[src/rtl/adc_seq_pkg.sv]
package adc_seq_pkg;

   typedef enum logic [1:0] {
      SAR_IDLE    = 2'd0,
      SAR_SAMPLE  = 2'd1,
      SAR_RESOLVE = 2'd2
   } sar_state_e;

   localparam logic [1:0] REG_CLKSEL = 2'd0;
   localparam logic [1:0] REG_CTRL   = 2'd1;
   localparam logic [1:0] REG_RESULT = 2'd2;
   localparam logic [1:0] REG_IRQ    = 2'd3;

endpackage

[src/rtl/adc_clk_prescaler.sv]
module adc_clk_prescaler #(
   parameter int DIV_A = 2,
   parameter int DIV_B = 8,
   parameter int DIV_C = 32
) (
   input  logic       clk,
   input  logic       rst_n,
   input  logic [1:0] sel,
   input  logic       clear,
   input  logic       run,
   output logic       tick
);
   localparam int DIV_AB  = (DIV_A > DIV_B) ? DIV_A : DIV_B;
   localparam int DIV_MAX = (DIV_C > DIV_AB) ? DIV_C : DIV_AB;
   localparam int CNT_W   = (DIV_MAX > 2) ? $clog2(DIV_MAX) : 1;

   if (DIV_A < 2 || DIV_B < 2 || DIV_C < 2) begin : g_bad_div
      $error("adc_clk_prescaler: every divisor must be at least 2");
   end

   logic [CNT_W-1:0] cnt;
   logic [CNT_W-1:0] limit_m1;

   // code 3 shares the slowest divisor
   always_comb begin
      case (sel)
         2'd0:    limit_m1 = CNT_W'(DIV_A - 1);
         2'd1:    limit_m1 = CNT_W'(DIV_B - 1);
         default: limit_m1 = CNT_W'(DIV_C - 1);
      endcase
   end

   // ">=" keeps the divider alive when sel shrinks mid-count
   assign tick = run && (cnt >= limit_m1);

   always_ff @(posedge clk or negedge rst_n) begin
      if (!rst_n)             cnt <= '0;
      else if (clear || !run) cnt <= '0;
      else if (tick)          cnt <= '0;
      else                    cnt <= cnt + 1'b1;
   end

   // every divisor is at least 2, so ticks never come back to back
   assert_tick_spacing_R1: assert property (@(posedge clk) disable iff (!rst_n)
      (tick && !clear) |=> !tick);

endmodule

[src/rtl/adc_sar_engine.sv]
module adc_sar_engine
   import adc_seq_pkg::*;
#(
   parameter int RES_W = 8
) (
   input  logic             clk,
   input  logic             rst_n,
   input  logic             launch,
   input  logic             abort,
   input  logic             tick,
   input  logic             cmp_hi,
   output logic             busy,
   output logic             done,
   output logic [RES_W-1:0] trial,
   output logic [RES_W-1:0] final_code
);
   localparam int IDX_W = (RES_W > 2) ? $clog2(RES_W) : 1;
   localparam logic [RES_W-1:0] MSB_CODE = {1'b1, {(RES_W-1){1'b0}}};

   if (RES_W < 2) begin : g_bad_res
      $error("adc_sar_engine: RES_W must be at least 2");
   end

   sar_state_e       st;
   logic [RES_W-1:0] acc;
   logic [IDX_W-1:0] idx;
   logic [RES_W-1:0] resolved;

   // per-bit trial and decision logic
   for (genvar i = 0; i < RES_W; i++) begin : g_bit
      logic on_bit;
      assign on_bit      = (st == SAR_RESOLVE) && (idx == IDX_W'(i));
      assign trial[i]    = acc[i] | on_bit;
      assign resolved[i] = on_bit ? cmp_hi : acc[i];
   end

   assign busy       = (st != SAR_IDLE);
   assign final_code = resolved;
   assign done       = (st == SAR_RESOLVE) && tick && (idx == '0) && !abort && !launch;

   always_ff @(posedge clk or negedge rst_n) begin
      if (!rst_n) begin
         st  <= SAR_IDLE;
         acc <= '0;
         idx <= '0;
      end else if (abort) begin
         st  <= SAR_IDLE;
         acc <= '0;
         idx <= '0;
      end else if (launch) begin
         st  <= SAR_SAMPLE;
         acc <= '0;
         idx <= '0;
      end else if (tick) begin
         case (st)
            SAR_SAMPLE: begin
               st  <= SAR_RESOLVE;
               idx <= IDX_W'(RES_W - 1);
            end
            SAR_RESOLVE: begin
               acc <= resolved;
               if (idx == '0) st  <= SAR_IDLE;
               else           idx <= idx - 1'b1;
            end
            default: ;
         endcase
      end
   end

   assert_launch_runs_R5: assert property (@(posedge clk) disable iff (!rst_n)
      (launch && !abort) |=> busy);

   assert_abort_stops_R4: assert property (@(posedge clk) disable iff (!rst_n)
      abort |=> !busy);

   assert_msb_first_R7: assert property (@(posedge clk) disable iff (!rst_n)
      (st == SAR_SAMPLE && tick && !abort && !launch) |=> (trial == MSB_CODE));

endmodule

[src/rtl/adc_ctrl_regs.sv]
module adc_ctrl_regs
   import adc_seq_pkg::*;
#(
   parameter int DATA_W = 8,
   parameter int RES_W  = 8,
   parameter int CH_W   = 3
) (
   input  logic              clk,
   input  logic              rst_n,
   input  logic              wr_en,
   input  logic [1:0]        addr,
   input  logic [DATA_W-1:0] wdata,
   output logic [DATA_W-1:0] rdata,
   input  logic              busy,
   input  logic              done,
   input  logic [RES_W-1:0]  final_code,
   output logic [1:0]        clk_sel,
   output logic              launch,
   output logic              abort,
   output logic [CH_W-1:0]   ch_sel,
   output logic              irq
);
   localparam int START_BIT = DATA_W - 1;
   localparam int EOC_BIT   = DATA_W - 2;
   localparam int TEST_BIT  = DATA_W - 1;

   logic              test_q;
   logic [1:0]        sel_q;
   logic              start_q;
   logic              eoc_q;
   logic [CH_W-1:0]   ch_pend;
   logic [CH_W-1:0]   ch_lat;
   logic [RES_W-1:0]  result_q;
   logic              flag_q;
   logic              ade_q;
   logic              gie_q;
   logic              wr_clk;
   logic              wr_ctrl;
   logic              wr_irq;
   logic              unused_wdata;

   assign unused_wdata = ^wdata;

   assign wr_clk  = wr_en && (addr == REG_CLKSEL);
   assign wr_ctrl = wr_en && (addr == REG_CTRL);
   assign wr_irq  = wr_en && (addr == REG_IRQ);

   // start-bit edge decode: up aborts, down launches
   assign abort  = wr_ctrl && !start_q &&  wdata[START_BIT];
   assign launch = wr_ctrl &&  start_q && !wdata[START_BIT];

   always_ff @(posedge clk or negedge rst_n) begin
      if (!rst_n) begin
         test_q <= 1'b0;
         sel_q  <= 2'd0;
      end else if (wr_clk) begin
         test_q <= wdata[TEST_BIT];
         sel_q  <= wdata[1:0];
      end
   end

   always_ff @(posedge clk or negedge rst_n) begin
      if (!rst_n) begin
         start_q <= 1'b0;
         ch_pend <= '0;
      end else if (wr_ctrl) begin
         start_q <= wdata[START_BIT];
         ch_pend <= wdata[CH_W-1:0];
      end
   end

   always_ff @(posedge clk or negedge rst_n) begin
      if (!rst_n)      ch_lat <= '0;
      else if (launch) ch_lat <= wdata[CH_W-1:0];
   end

   always_ff @(posedge clk or negedge rst_n) begin
      if (!rst_n)                eoc_q <= 1'b0;
      else if (abort || launch)  eoc_q <= 1'b1;
      else if (done)             eoc_q <= 1'b0;
   end

   always_ff @(posedge clk or negedge rst_n) begin
      if (!rst_n)    result_q <= '0;
      else if (done) result_q <= final_code;
   end

   always_ff @(posedge clk or negedge rst_n) begin
      if (!rst_n) begin
         flag_q <= 1'b0;
         ade_q  <= 1'b0;
         gie_q  <= 1'b0;
      end else begin
         if (done)        flag_q <= 1'b1;
         else if (wr_irq) flag_q <= wdata[0];
         if (wr_irq) begin
            ade_q <= wdata[1];
            gie_q <= wdata[2];
         end
      end
   end

   assign clk_sel = sel_q;
   assign ch_sel  = busy ? ch_lat : ch_pend;
   assign irq     = flag_q && ade_q && gie_q;

   always_comb begin
      rdata = '0;
      case (addr)
         REG_CLKSEL: begin
            rdata[1:0]      = sel_q;
            rdata[TEST_BIT] = test_q;
         end
         REG_CTRL: begin
            rdata            = DATA_W'(ch_pend);
            rdata[START_BIT] = start_q;
            rdata[EOC_BIT]   = eoc_q;
         end
         REG_RESULT: rdata = DATA_W'(result_q);
         default: begin
            rdata[0] = flag_q;
            rdata[1] = ade_q;
            rdata[2] = gie_q;
         end
      endcase
   end

   assert_done_flags_R8: assert property (@(posedge clk) disable iff (!rst_n)
      done |=> (flag_q && !eoc_q));

   assert_busy_eoc_R6: assert property (@(posedge clk) disable iff (!rst_n)
      busy |-> eoc_q);

   assert_irq_needs_flag_R9: assert property (@(posedge clk) disable iff (!rst_n)
      irq |-> flag_q);

   assert_ch_hold_R10: assert property (@(posedge clk) disable iff (!rst_n)
      (busy && $past(busy)) |-> $stable(ch_sel));

   assert_result_hold_R11: assert property (@(posedge clk) disable iff (!rst_n)
      !$past(done) |-> $stable(result_q));

endmodule

[src/rtl/adc_seq_ctrl.sv]
module adc_seq_ctrl #(
   parameter int DATA_W = 8,
   parameter int RES_W  = 8,
   parameter int CH_W   = 3,
   parameter int DIV_A  = 2,
   parameter int DIV_B  = 8,
   parameter int DIV_C  = 32
) (
   input  logic              clk,
   input  logic              rst_n,
   input  logic              wr_en,
   input  logic [1:0]        addr,
   input  logic [DATA_W-1:0] wdata,
   output logic [DATA_W-1:0] rdata,
   input  logic              cmp_hi,
   output logic [RES_W-1:0]  dac_code,
   output logic [CH_W-1:0]   ch_sel,
   output logic              irq
);
   if (RES_W > DATA_W) begin : g_bad_res
      $error("adc_seq_ctrl: result wider than the register bus");
   end
   if (CH_W > DATA_W - 2) begin : g_bad_ch
      $error("adc_seq_ctrl: channel field overlaps start/eoc bits");
   end
   if (DATA_W < 4) begin : g_bad_data
      $error("adc_seq_ctrl: register bus too narrow");
   end

   logic [1:0]       clk_sel;
   logic             launch;
   logic             abort;
   logic             tick;
   logic             busy;
   logic             done;
   logic [RES_W-1:0] final_code;

   adc_ctrl_regs #(
      .DATA_W (DATA_W),
      .RES_W  (RES_W),
      .CH_W   (CH_W)
   ) u_regs (
      .clk        (clk),
      .rst_n      (rst_n),
      .wr_en      (wr_en),
      .addr       (addr),
      .wdata      (wdata),
      .rdata      (rdata),
      .busy       (busy),
      .done       (done),
      .final_code (final_code),
      .clk_sel    (clk_sel),
      .launch     (launch),
      .abort      (abort),
      .ch_sel     (ch_sel),
      .irq        (irq)
   );

   adc_clk_prescaler #(
      .DIV_A (DIV_A),
      .DIV_B (DIV_B),
      .DIV_C (DIV_C)
   ) u_presc (
      .clk   (clk),
      .rst_n (rst_n),
      .sel   (clk_sel),
      .clear (launch || abort),
      .run   (busy),
      .tick  (tick)
   );

   adc_sar_engine #(
      .RES_W (RES_W)
   ) u_sar (
      .clk        (clk),
      .rst_n      (rst_n),
      .launch     (launch),
      .abort      (abort),
      .tick       (tick),
      .cmp_hi     (cmp_hi),
      .busy       (busy),
      .done       (done),
      .trial      (dac_code),
      .final_code (final_code)
   );

endmodule

[config.mk]
export PLATFORM = sky130hd
export DESIGN_NAME = adc_seq_ctrl
export DESIGN_NICKNAME = d
export VERILOG_FILES = /design/src/rtl/adc_seq_pkg.sv /design/src/rtl/adc_clk_prescaler.sv /design/src/rtl/adc_sar_engine.sv /design/src/rtl/adc_ctrl_regs.sv /design/src/rtl/adc_seq_ctrl.sv
export SDC_FILE = /design/constraint.sdc
export NUM_CORES = 1
export LEC_CHECK = 0
export CORE_MARGIN = 3
export CORE_UTILIZATION = 55
export CTS_CLUSTER_SIZE = 40
export DETAILED_ROUTE_END_ITERATION = 6
export GPL_TIMING_DRIVEN = 0
export PLACE_DENSITY = 0.89
export RECOVER_POWER = 100
export SKIP_LAST_GASP = 1
export SYNTH_ARGS = -nofsm -noshare
export SYNTH_HDL_FRONTEND = slang
export SYNTH_SLANG_ARGS = --single-unit
[constraint.sdc]
create_clock -name clk -period 2.15 [get_ports clk]
set_input_delay 0.645 -clock clk [delete_from_list [all_inputs] [get_ports clk]]
set_output_delay 0.645 -clock clk [all_outputs]
set_load 0.02 [all_outputs]
* Yosys cells after proc, flatten, opt, wreduce, memory -nomap -nowiden
Cells that the tools add are included.
Word-level totals: bits in writable memories 0, memory bits (read-only) 0, latch bits 0, memories 0, register bits 40, input port bits 14, word-level logic and storage cells 115, output and inout port bits 20
Cells by class: divide/modulo/power cells 0, shift operators 0, multipliers 0, $add $sub $neg 2, reductions and logical operators 41, muxes and demuxes 34, $lt $le $gt $ge 1, eq/ne operators 15, bitwise operators 8
Operators with widths (number):
- $mux 8 | 4
- $logic_and 1x1->1 | 22
- $mux 3 | 5
- $eq 3x3->1 const B | 4
- $mux 1 | 12
- $mux 5 | 2
- $pmux 5 s2 | 1
- $mux 2 | 4
- $ne 4x4->1 const B | 2
- $or 1x1->1 | 8
- $pmux 4 s2 | 1
- $eq 2x1->1 const B | 3
- $eq 2x2->1 const B | 3
- $eq 3x2->1 const B | 2
- $pmux 1 s3 | 2
- $pmux 2 s3 | 1
- $pmux 3 s2 | 1
- $reduce_and 3->1 | 2
- $reduce_bool 2->1 | 3
- $reduce_bool 3->1 | 2
- $add 5x1->5 const B | 1
- $ge 5x5->1 | 1
- $logic_not 1->1 | 5
- $logic_not 2->1 | 2
- other kinds (7) | 8

* Depth between registers and ports, before layout
Gate-level depths: netlist (run 1).
word-level depth 10, mapped depth 8, gate-level depth less buffers 6

* By module
A second synthesis (run 1) with hierarchy kept.
Unflattened totals: cell total of the unflattened synthesis 213, area, all modules 2344.7 um^2
By module, submodules not included:
- adc_ctrl_regs | area an instance 1066.0 um^2, sequential area each 550.5 um^2, cells each 81, times used 1
- adc_sar_engine | area an instance 954.7 um^2, sequential area each 325.3 um^2, cells each 101, times used 1
- adc_clk_prescaler | area an instance 317.8 um^2, sequential area each 125.1 um^2, cells each 30, times used 1
- adc_seq_ctrl | area an instance 6.3 um^2, sequential area each 0.0 um^2, cells each 1, times used 1

* Least setup slack after synthesis (run 1)
OpenSTA, ideal clock, no wires.
path type input to output, from input addr[1], to output rdata[2], setup slack -41 ps, stages on the path 5, required time 1505 ps, arrival time 1546 ps, path buffers 1, cell sequence inv_1 > ha_1 > buf_2 > a22oi_1 > o21ai_0
Between the ends: cells in the longest elaborated chain, start to end 2, elaborated cells between the ends (all ways) 4, classes of those cells 2 x eq/ne; 1 x mux; 1 x reduce/logical
Ends and longest elaborated chain:
- from (decl) | line adc_seq_ctrl.sv:12 | input logic [1:0] addr,
- $eq 2x2->1, or another cell as far along | line adc_ctrl_regs.sv:109 | case (addr)
- $pmux 1 s3 (*) | line adc_ctrl_regs.sv:109
- to (decl) | line adc_seq_ctrl.sv:14 | output logic [DATA_W-1:0] rdata,
Mark *: on every way between the ends. The rest lies on a longest branch, timed or not.

* Final worst setup path (run 1)
from input addr[1], to output rdata[1]
Between the ends: cells in the longest elaborated chain, start to end 2, elaborated cells between the ends (all ways) 4, classes of those cells 2 x eq/ne; 1 x mux; 1 x reduce/logical
Ends and longest elaborated chain (line):
- $eq 2x2->1, or another cell as far along | adc_ctrl_regs.sv:109
- $pmux 2 s3 (*) | adc_ctrl_regs.sv:109
Marked as above.

==> results of run 1 <==
-- logic make-up after synthesis --
family | Yosys count | share of synthesized area (%)
buffers and inverters | 20 | 4.21
AOI/OAI and AO/OA | 33 | 10.6
and+or+nand+nor | 69 | 17.0
xor gates and xnor gates | 4 | 1.42
adders and majority gates | 17 | 8.62
DFF | 40 | 40.6
muxes | 37 | 17.5
-- cell usage in the layout, fill, tap and decap left out, types with 4 or more instances in the layout --
master,count
buf_2,5
buf_4,19
buf_6,8
clkbuf_2,9
clkbuf_8,7
clkdlybuf4s50_1,5
dfrtp_1,39
ha_1,9
ha_4,5
inv_1,5
inv_2,4
mux2_2,15
mux2_4,11
mux2i_1,11
nand2_1,16
nand2b_1,7
nand3_1,8
nor2_1,11
o21ai_0,9
-- Yosys cell counts (all sizes together) --
library cell,number
and2,3
nand3,9
nor2b,3
nand2b,7
nand4b,1
nor4,4
ha,17
a21oi,2
nor2,12
nor3b,1
nor4b,1
or2b,2
and4,3
a22oi,2
mux2i,11
buf,8
xnor2,1
dfrtp,40
and3,1
a222oi,3
nand3b,4
o31ai,1
a221oi,2
o21a,1
o211ai,2
o2bb2ai,1
clkbuf,1
inv,11
or2,1
mux2,26
xor2,3
a31o,1
o22ai,1
a21boi,3
o211a,3
nand2,17
o21ai,11
-- worst max-delay path, cell delays in order --
cell and delay [ns]:
buf_8 0.09, inv_4 0.04, ha_4 0.17, a222oi_1 0.38
mux2i_1 0.12, buf_4 0.17
-- sequential cells by signal, indices dropped and copies added (netlist names) --
| name | count |
|---|---|
| u_regs.clk_sel | 2 |
| u_regs.gie_q | 1 |
| u_sar.st | 2 |
| u_regs.ch_pend | 3 |
| u_regs.start_q | 1 |
| u_regs.ade_q | 1 |
| u_sar.acc | 8 |
| u_presc.cnt | 5 |
| u_regs.eoc_q | 1 |
| u_regs.flag_q | 1 |
| u_regs.test_q | 1 |
| u_sar.idx | 3 |
| u_regs.result_q | 8 |
| u_regs.ch_lat | 3 |
-- where the power goes --
group / total [mW] / internal (mW) / leakage, nW / switching (mW)
Clock: 0.684 / 0.410 / 0.0645 / 0.274
Sequential: 0.984 / 0.877 / 0.520 / 0.107
Combinational: 1.05 / 0.525 / 0.986 / 0.521
Total: 2.71 / 1.81 / 1.57 / 0.902
-- final timing paths --
check	start	endpoint	slack, ns
setup / recovery	addr[1]	rdata[1]	-0.11
hold reg to reg	u_regs.eoc_q	u_regs.eoc_q	0.50
setup reg to reg	u_regs.clk_sel[0]	u_regs.result_q[1]	0.02
hold / removal	rst_n	u_regs.ch_lat[1]	0.49
min in group clk	u_regs.eoc_q	u_regs.eoc_q	0.50
max in group asynchronous	rst_n	u_sar.st[1]	0.99
-- layer usage --
metal / up-vias / part of all wire, % / track usage (%)
met2: 59 / 51 / 39.4
met4: 0 / 2.7 / 7.99
met5: - / 0 / 0
met1: 952 / 42 / 29.1
met3: 20 / 4.6 / 5.23
li1: 891 / - / -
-- area by class of cell --
class / count / share of cell area [%]
timing repair buffer: 46 / 12.3
buffer: 7 / 1.50
multi-input combinational: 160 / 46.2
inverter: 11 / 1.50
sequential: 40 / 32.4
tap: 50 / 2.02
clock buffer: 7 / 3.12
clock inverter: 1 / 0.972
-- what timing repair did --
action | in CTS | in global routing
pin swaps | 8 | 9
resized for setup | 116 | 14
setup endpoints to repair | 34 | 18
setup buffers | 9 | 8
endpoints found under the hold margin | 0 | 0
==> summary.txt, run 1 <==
Layout
  • Layout cell share with drive strength beyond 1: a little under two fifths
  • Fin cells: around 320
  • Nets: 302
  • Area of the multi-input gates: between 0.001 and 0.0015 mm2
  • Area growth, synth to finish: 25.3%
  • Final core occ: 74.1%
  • Ant. Diodes: 0
  • Cell area after layout: just over 0.003 mm2
  • FF+latch area: 0.00100 mm2
  • Filler cell count: 279

Logic synthesis
  • Top cell type's share of synthesized area: 40.6%
  • Post-Syn Area: 0.00247 mm2
  • Area leader, netlist: dfrtp_1
  • Syn Nets: 251
  • Syn. warnings: 0
  • Synth unique cells: 46
  • Seq/Total Area, Yosys: between 40% and 50%
  • Avg Cell Area, Syn: 11.2 um2
  • Main area contributors after synthesis: dfrtp_1 (41%), ha_1 (8.6%), mux2_2 (8.2%), mux2_4 (4.9%), mux2i_1 (4.5%)
  • #FFs+latches synth: 40
  • Synthesized instance count: 220

Routing
  • DR vias: 1922
  • Drt total wl: between 5 and 6 mm
  • Vias per inst: 5.97
  • TritonRoute pass-1 iters: 4
  • Remaining DRCs: 0
  • Antenna Nets Post-Route: 0
  • Detailed-route wire length per cell: 18.4 um
  • Initial DRC Count: 133

Global routing
  • Largest net degree at the start of global routing: 41
  • Vias in the first global route: slightly below 2000
  • First-pass GRT wire length: between 9 and 10 mm
  • Initial antenna violation count: 0
  • GRT Residual Overflow: 0
  • Global Route Usage Sum: a little under a quarter

Run
  • Max Cap Viol: 0

STA
  • Slew Limit Headroom: 34.7%
  • Worst-Margin Slew: 0.979 ns
  • Hold_ws: 0.494 ns
  • Final hold vios: 0
  • Tmin final: 2.26 ns
  • RSZ-0062 raised after global routing: true
  • Fmax: 442 MHz
  • Max Slew Vio Count: 0
  • Final setup vio count: 11
  • Final WS setup: -0.113 ns
  • Setup TNS Final: -0.402 ns
  • Tcrit/Tclk final: 105%
  • Final Skew: about 0.0039 ns

Placement
  • Post-DP HPWL: roughly 3.8 mm
  • DP Cell Count: 299
  • Placer congestion estimate: 0.843
  • # port buffers: 29
  • Placement Setup Slack: -1.13 ns
  • DP Area: 0.00282 mm2

Pwr
  • Power Density: 878 mW/mm2
  • Peak supply drop: between 0.0006 and 0.0007 V
  • Leak: 1.57 nW
  • Power consumption: 2.71 mW

CTS
  • CTS tree: built
  • Clock sinks: 40
  • CTS Buf Count: 5
  • CTS Buffer Depth: 2
  • Post-CTS Hold Buffers: 0
  • Max H-tree Level: 2
  • CTS clk-pin slew, worst paths: ~0.08 ns
  • Worst skew pair latency: 0.30 ns
  • Root buffer cell: clkbuf_8

Outcome
  • Outcome: finished with violations
  • Failing checks: negative setup slack

Floorplanning
  • Die area: between 0.005 and 0.006 mm2
  • Core ar.: approximately 0.0042 mm2
  • Initial core utilization: 59.1%
  • Die Y: 73.0 um
  • Io pins: 34
  • Site row count: 23
  • Die Wd: between 70 and 80 um

Worst hold path
  • Worst min-delay path class: input pin to asynchronous set/reset pin

Critical path
  • Startpoint types: input pin
  • CP Capture Type: output pin
  • Reg2reg path depth: 7
  • CP required: around 1.5 ns
  • CP max FO: 6
  • CP Class: input pin to output pin
  • Worst EP arrival: around 1.6 ns
Note: power is estimated with default switching activity, not from simulation.
==> run 2, diff against run 1 <==
--- a/config.mk
+++ b/config.mk
@@ -6,11 +6,11 @@
 export NUM_CORES = 1
 export LEC_CHECK = 0
 export CORE_MARGIN = 3
-export CORE_UTILIZATION = 55
+export CORE_UTILIZATION = 49
 export CTS_CLUSTER_SIZE = 40
 export DETAILED_ROUTE_END_ITERATION = 6
 export GPL_TIMING_DRIVEN = 0
-export PLACE_DENSITY = 0.89
+export PLACE_DENSITY = 0.84
 export RECOVER_POWER = 100
 export SKIP_LAST_GASP = 1
 export SYNTH_ARGS = -nofsm -noshare
==> constraint.sdc (replaced) <==
create_clock -name clk -period 2 [get_ports clk]
set_input_delay 0.6 -clock clk [delete_from_list [all_inputs] [get_ports clk]]
set_output_delay 0.6 -clock clk [all_outputs]
set_load 0.02 [all_outputs]
==> summary.txt, run 2 (synthesis gave the netlist of run 1 again) <==
Routing
  • Initial DRC Count: 161 (was 133)
  • Drt total wl: 6.21 mm (was 5.92 mm)
  • DR vias: 1956 (was 1922)
  • Detailed-route wire length per cell: 18.0 um (was 18.4 um)
  • Vias per inst: 5.67 (was 5.97)
  • Remaining DRCs: 0 (unchanged)
  • Antenna Nets Post-Route: 0 (unchanged)
  • TritonRoute pass-1 iters: 4 (unchanged)

Global routing
  • GRT Residual Overflow: 0 (unchanged)
  • GR peak layer: met2 (unchanged)
  • Global Route Usage Sum: 21.3% (was 23.3%)
  • Met2 usage: 36.3% (was 39.4%)
  • Initial antenna violation count: 0 (unchanged)
  • Met1 usage: 26.5% (was 29.1%)
  • Grt met3 use: 4.58% (was 5.23%)
  • Vias in the first global route: 2038 (was 1921)
  • Largest net degree at the start of global routing: 41 (unchanged)
  • First-pass GRT wire length: 10.0 mm (was 9.39 mm)

STA
  • Tmin final: approximately 2.2 ns
  • Setup TNS Final: -1.86 ns (was -0.402 ns)
  • Final Skew: 0.00362 ns (was 0.00391 ns)
  • Final hold vios: 0 (unchanged)
  • RSZ-0062 raised after global routing: true (unchanged)
  • Fmax: approximately 460 MHz
  • Worst-Margin Slew: 0.990 ns (was 0.979 ns)
  • Tcrit/Tclk final: 110%
  • Final setup vio count: 32 (was 11)
  • Max Slew Vio Count: 0 (unchanged)
  • Final WS setup: -0.190 ns (was -0.113 ns)
  • Slew Limit Headroom: 34.0% (was 34.7%)

Critical path
  • Reg2reg start: u_sar.st[0] (was u_regs.clk_sel[0])
  • Startpoint types: input pin (unchanged)
  • CP Class: input pin to output pin (unchanged)
  • Flop2flop setup slack: -0.11 ns (was 0.02 ns)
  • Worst EP arrival: 1.59 ns (was 1.62 ns)
  • Critical Path End: rdata[1] (unchanged)
  • CP required: 1.40 ns (was 1.50 ns)
  • CP Capture Type: output pin (unchanged)
  • Reg2reg path depth: 9 (was 7)
  • CP max FO: 7 (was 6)
  • Critical path launch point: addr[1] (unchanged)
  • R2r endpoint: u_regs.result_q[1] (unchanged)

CTS
  • CTS tree: built (unchanged)
  • Worst skew pair latency: 0.29 ns (was 0.30 ns)
  • CTS clk-pin slew, worst paths: 0.08 ns (about the same)
  • Clock sinks: 40 (unchanged)
  • Root buffer cell: clkbuf_8 (unchanged)
  • CTS Buf Count: 5 (unchanged)
  • Max H-tree Level: 2 (unchanged)
  • CTS Buffer Depth: 2 (unchanged)

Pwr
  • Clock share of power: 18.6% (was 25.2%)
  • Leak: 1.62 nW (was 1.57 nW)
  • Sw Share: 36.4% (was 33.2%)
  • Peak supply drop: 0.000460 V (was 0.000696 V)
  • Power Density: 868 mW/mm2 (was 878 mW/mm2)
  • Combinational fraction of design power: 44.1% (was 38.5%)
  • Reg power frac: 37.3% (was 36.3%)
  • Psw: 1.04 mW (was 0.902 mW)
  • Internal power: 1.81 mW (about the same)

Layout
  • Filler cell count: 340 (was 279)
  • Ant. Diodes: 0 (unchanged)
  • Area growth, synth to finish: 33.1% (was 25.3%)
  • Regs by FF count: u_regs.result_q (8), u_sar.acc (8), u_presc.cnt (5) (unchanged)
  • Cell area after layout: 0.00328 mm2 (was 0.00309 mm2)
  • Commonest non-fill, non-tap cell in the layout: dfrtp_1 (unchanged)
  • Fin cells: 345 (was 322)
  • Area of the multi-input gates: 0.00152 mm2 (was 0.00143 mm2)
  • Final core occ: 68.6% (was 74.1%)
  • Nets: 309 (was 302)
  • Layout cell share with drive strength beyond 1: 42.8% (was 37.1%)
  • FF+latch area: 0.00100 mm2 (unchanged)
  • Commonest cells after routing, fill and taps aside: dfrtp_1 (39), buf_4 (24), buf_6 (16), nand2_1 (16), mux2_2 (15) (was dfrtp_1 (39), buf_4 (19), nand2_1 (16))

Outcome
  • Failing checks: negative setup slack (unchanged)
  • Outcome: finished with violations (unchanged)

Placement
  • Placer congestion estimate: 0.846 (was 0.843)
  • DP Area: 0.00287 mm2 (was 0.00282 mm2)
  • # port buffers: 29 (unchanged)
  • Placement Setup Slack: -1.29 ns (was -1.13 ns)
  • Post-DP HPWL: 3.74 mm (was 3.81 mm)
  • DP Cell Count: 316 (was 299)

Floorplanning
  • Core ar.: 0.00479 mm2 (was 0.00417 mm2)
  • Die area: 0.00592 mm2 (was 0.00533 mm2)
  • Site row count: 25 (was 23)
  • Die Wd: 77.0 um (was 73.0 um)
  • Io pins: 34 (unchanged)
  • Initial core utilization: 51.6% (was 59.1%)
  • Die Y: 77.0 um (was 73.0 um)

Worst hold path
  • Worst min-delay path class: input pin to asynchronous set/reset pin (unchanged)

Run
  • Max Cap Viol: 0 (unchanged)
[run 2: power groups by stage]
stage	Clock, mW	Sequential (mW)	Combinational, mW
2_1_floorplan	0	1.03	0.642
3_3_place_gp	0	1.05	0.887
3_5_place_dp	0	1.06	0.908
4_1_cts	0.536	1.05	1.16
5_1_grt	0.573	1.08	1.34
6_report	0.530	1.06	1.26
[run 2: final cells by class]
| type | count | share of cell area, % |
|---|---|---|
| multi-input combinational | 160 | 46.3 |
| sequential | 40 | 30.5 |
| timing repair buffer | 53 | 14.7 |
| tap | 67 | 2.55 |
| clock buffer | 5 | 2.10 |
| inverter | 11 | 1.71 |
| buffer | 7 | 1.68 |
| clock inverter | 2 | 0.381 |
[run 2: critical path, cell delays in order]
cell and delay, ns:
buf_12 0.10, inv_12 0.03, ha_4 0.17, a222oi_1 0.39, mux2i_1 0.12, buf_2 0.18
[run 2: metrics by stage]
step                      power (mW)  hold WS [ns]
final                           2.85         0.457
after floorplan                 1.67         0.304
after global routing            3.00         0.528
after detailed placement        1.97         0.487
after global placement          1.94         0.480
after CTS                       2.75         0.450
[run 2: worst min path at each step]
| stage | start | endpoint | depth (start not counted) |
|---|---|---|---|
| finish | rst_n | u_presc.cnt[3] | 1 |
| global route | rst_n | u_presc.cnt[3] | 1 |
| CTS | rst_n | u_presc.cnt[3] | 1 |
| detailed placement | u_regs.eoc_q | u_regs.eoc_q | 1 |
| global placement | u_regs.eoc_q | u_regs.eoc_q | 1 |
| floorplan | rst_n | u_presc.cnt[0] | 0 |
[run 2: routing by layer]
metal  vias to the layer above  share of wire [%]
met1                       973                 42
li1                        903                  -
met5                         -                  0
met3                        11                5.4
met2                        69                 51
met4                         0                2.0
[run 2: what timing repair did]
action                                 4_1_cts  5_1_grt
setup endpoints to repair                   50       40
gates resized for setup                    135       19
hold buffers                                 0        0
pin swaps                                   11        7
setup buffers                               17        7
endpoints found under the hold margin        0        0
==> run 3, diff against run 2 <==
==> constraint.sdc (replaced) <==
create_clock -name clk -period 2 [get_ports clk]
set_input_delay 0.6 -clock clk [delete_from_list [all_inputs] [get_ports clk]]
set_output_delay 0.6 -clock clk [all_outputs]
set_load 0.1 [all_outputs]
==> summary.txt, run 3 (synthesis gave the netlist of run 1 again) <==
Outcome
  • Outcome: finished with violations (unchanged)
  • Failing checks: negative setup slack (unchanged)

Critical path
  • Reg2reg path depth: 8 (was 9)
  • CP Capture Type: output pin (unchanged)
  • CP max FO: 5 (was 7)
  • CP required: 1.40 ns (about the same)
  • Flop2flop setup slack: -0.18 ns (was -0.11 ns)
  • CP Class: input pin to output pin (unchanged)
  • R2r endpoint: u_regs.result_q[5] (was u_regs.result_q[1])
  • Critical path launch point: addr[1] (unchanged)
  • Worst EP arrival: 1.74 ns (was 1.59 ns)
  • Startpoint types: input pin (unchanged)
  • Reg2reg start: u_regs.clk_sel[1] (was u_sar.st[0])

Layout
  • Layout cell share with drive strength beyond 1: 53.2% (was 42.8%)
  • Filler cell count: 261 (was 340)
  • Commonest cells after routing, fill and taps aside: dfrtp_1 (39), buf_4 (25), buf_12 (22) (was dfrtp_1 (39), buf_4 (24), buf_6 (16), nand2_1 (16), mux2_2 (15))
  • Ant. Diodes: 0 (unchanged)
  • Regs by FF count: u_regs.result_q (8), u_sar.acc (8), u_presc.cnt (5) (unchanged)
  • FF+latch area: 0.00100 mm2 (unchanged)
  • Commonest non-fill, non-tap cell in the layout: dfrtp_1 (unchanged)
  • Area growth, synth to finish: 52.6% (was 33.1%)
  • Cell area after layout: 0.00377 mm2 (was 0.00328 mm2)
  • Area of the multi-input gates: 0.00169 mm2 (was 0.00152 mm2)
  • Nets: 314 (was 309)
  • Final core occ: 78.7% (was 68.6%)

STA
  • RSZ-0062 raised after global routing: true (unchanged)
  • Final Skew: 0.00782 ns (was 0.00362 ns)
  • Final WS setup: -0.342 ns (was -0.190 ns)
  • Final setup vio count: 26 (was 32)
  • Final hold vios: 0 (unchanged)
  • Worst-Margin Slew: 1.02 ns (was 0.990 ns)
  • Tmin final: 2.34 ns (was 2.19 ns)
  • Max Slew Vio Count: 0 (unchanged)
  • Slew Limit Headroom: 31.8% (was 34.0%)
  • Hold_ws: 0.456 ns (was 0.457 ns)
  • Fmax: 427 MHz (was 457 MHz)
  • Tcrit/Tclk final: 117% (was 110%)

Floorplanning
  • Die Wd: 77.0 um (unchanged)
  • Core ar.: 0.00479 mm2 (unchanged)
  • Die Y: 77.0 um (unchanged)
  • Initial core utilization: 51.6% (unchanged)
  • Die area: 0.00592 mm2 (unchanged)
  • Site row count: 25 (unchanged)
  • Io pins: 34 (unchanged)

Routing
  • DR vias: 2039 (was 1956)
  • Remaining DRCs: 0 (unchanged)
  • Antenna Nets Post-Route: 0 (unchanged)
  • Detailed-route wire length per cell: 20.4 um (was 18.0 um)
  • Vias per inst: 5.81 (was 5.67)
  • Initial DRC Count: 106 (was 161)
  • TritonRoute pass-1 iters: 5 (was 4)
  • Drt total wl: 7.17 mm (was 6.21 mm)

Global routing
  • Global Route Usage Sum: 23.6% (was 21.3%)
  • Initial antenna violation count: 0 (unchanged)
  • First-pass GRT wire length: 10.8 mm (was 10.0 mm)
  • Vias in the first global route: 2135 (was 2038)
  • Largest net degree at the start of global routing: 41 (unchanged)
  • GRT Residual Overflow: 0 (unchanged)

Run
  • Max Cap Viol: 0 (unchanged)

Placement
  • Placer congestion estimate: 0.825 (was 0.846)
  • DP Area: 0.00298 mm2 (was 0.00287 mm2)
  • # port buffers: 29 (unchanged)
  • Post-DP HPWL: 3.77 mm (was 3.74 mm)
  • Placement Setup Slack: -1.91 ns (was -1.29 ns)

CTS
  • Root buffer cell: clkbuf_8 (unchanged)
  • CTS Buffer Depth: 2 (unchanged)
  • Worst skew pair latency: 0.31 ns (was 0.29 ns)
  • Clock sinks: 40 (unchanged)
  • CTS clk-pin slew, worst paths: 0.08 ns (about the same)
  • CTS Buf Count: 5 (unchanged)
  • Max H-tree Level: 2 (unchanged)
  • CTS tree: built (unchanged)

Pwr
  • Leak: 1.74 nW (was 1.62 nW)
  • Power Density: 1040 mW/mm2 (was 868 mW/mm2)
  • Peak supply drop: 0.000532 V (was 0.000460 V)

Worst hold path
  • Worst min-delay path class: input pin to asynchronous set/reset pin (unchanged)
## run 3: changes by cell type in the layout (fill, tap and decap cells not counted), moves of 3 or more
cell | before | now
buf_12 | 2 | 22
buf_6 | 16 | 5
ha_1 | 9 | 4
nand2b_1 | 6 | 2
buf_2 | 4 | 1
bufinv_16 | 0 | 3
ha_2 | 1 | 4
nand2b_4 | 1 | 4
## run 3: how the worst max path moves through the flow
stage / endpoint / slack, ns / depth (start not counted)
after global routing: rdata[1] / -0.41 / 6
after floorplan: rdata[0] / -0.23 / 5
after CTS: rdata[0] / -0.33 / 6
after detailed placement: rdata[0] / -1.91 / 7
final: rdata[1] / -0.34 / 6
after global placement: rdata[0] / -1.87 / 7
## run 3: report_power, final
| part | internal [mW] | leakage, nW | total, mW | switching (mW) |
|---|---|---|---|---|
| Sequential | 0.943 | 0.520 | 1.08 | 0.135 |
| Clock | 0.624 | 0.0784 | 0.930 | 0.306 |
| Combinational | 0.817 | 1.14 | 1.89 | 1.08 |
## run 3: through the flow
step	power [mW]	TNS [ns]	instances
floorplan	2.14	-0.754	220
global placement	2.38	-66.93	316
detailed placement	2.43	-41.35	316
CTS	3.78	-2.38	342
global route	4.03	-7.09	351
finish	3.90	-4.03	351
## run 3: timing repair
| action | CTS | global route |
|---|---|---|
| hold buffers | 0 | 0 |
| buffers inserted | 21 | 11 |
| gates resized for setup | 208 | 41 |
| setup endpoints to repair | 55 | 40 |
| pin swaps | 11 | 12 |
## run 3: cell type report
cell class,count,share of cell area [%]
clock inverter,3,2.39
buffer,7,1.40
timing repair buffer,58,19.3
clock buffer,5,1.83
multi-input combinational,160,44.8
sequential,40,26.6
inverter,11,1.50
tap,67,2.23
## run 3: critical path, cell delays in order
cell	delay [ns]
buf_12	0.10
inv_12	0.03
ha_4	0.16
a222oi_1	0.49
mux2i_4	0.15
buf_12	0.20
## run 3: routing by layer
metal	global-route usage [%]	share of wire (%)
met1	27.2	39
met2	42.4	52
met3	4.69	5.3
met4	9.96	3.0
met5	0	0
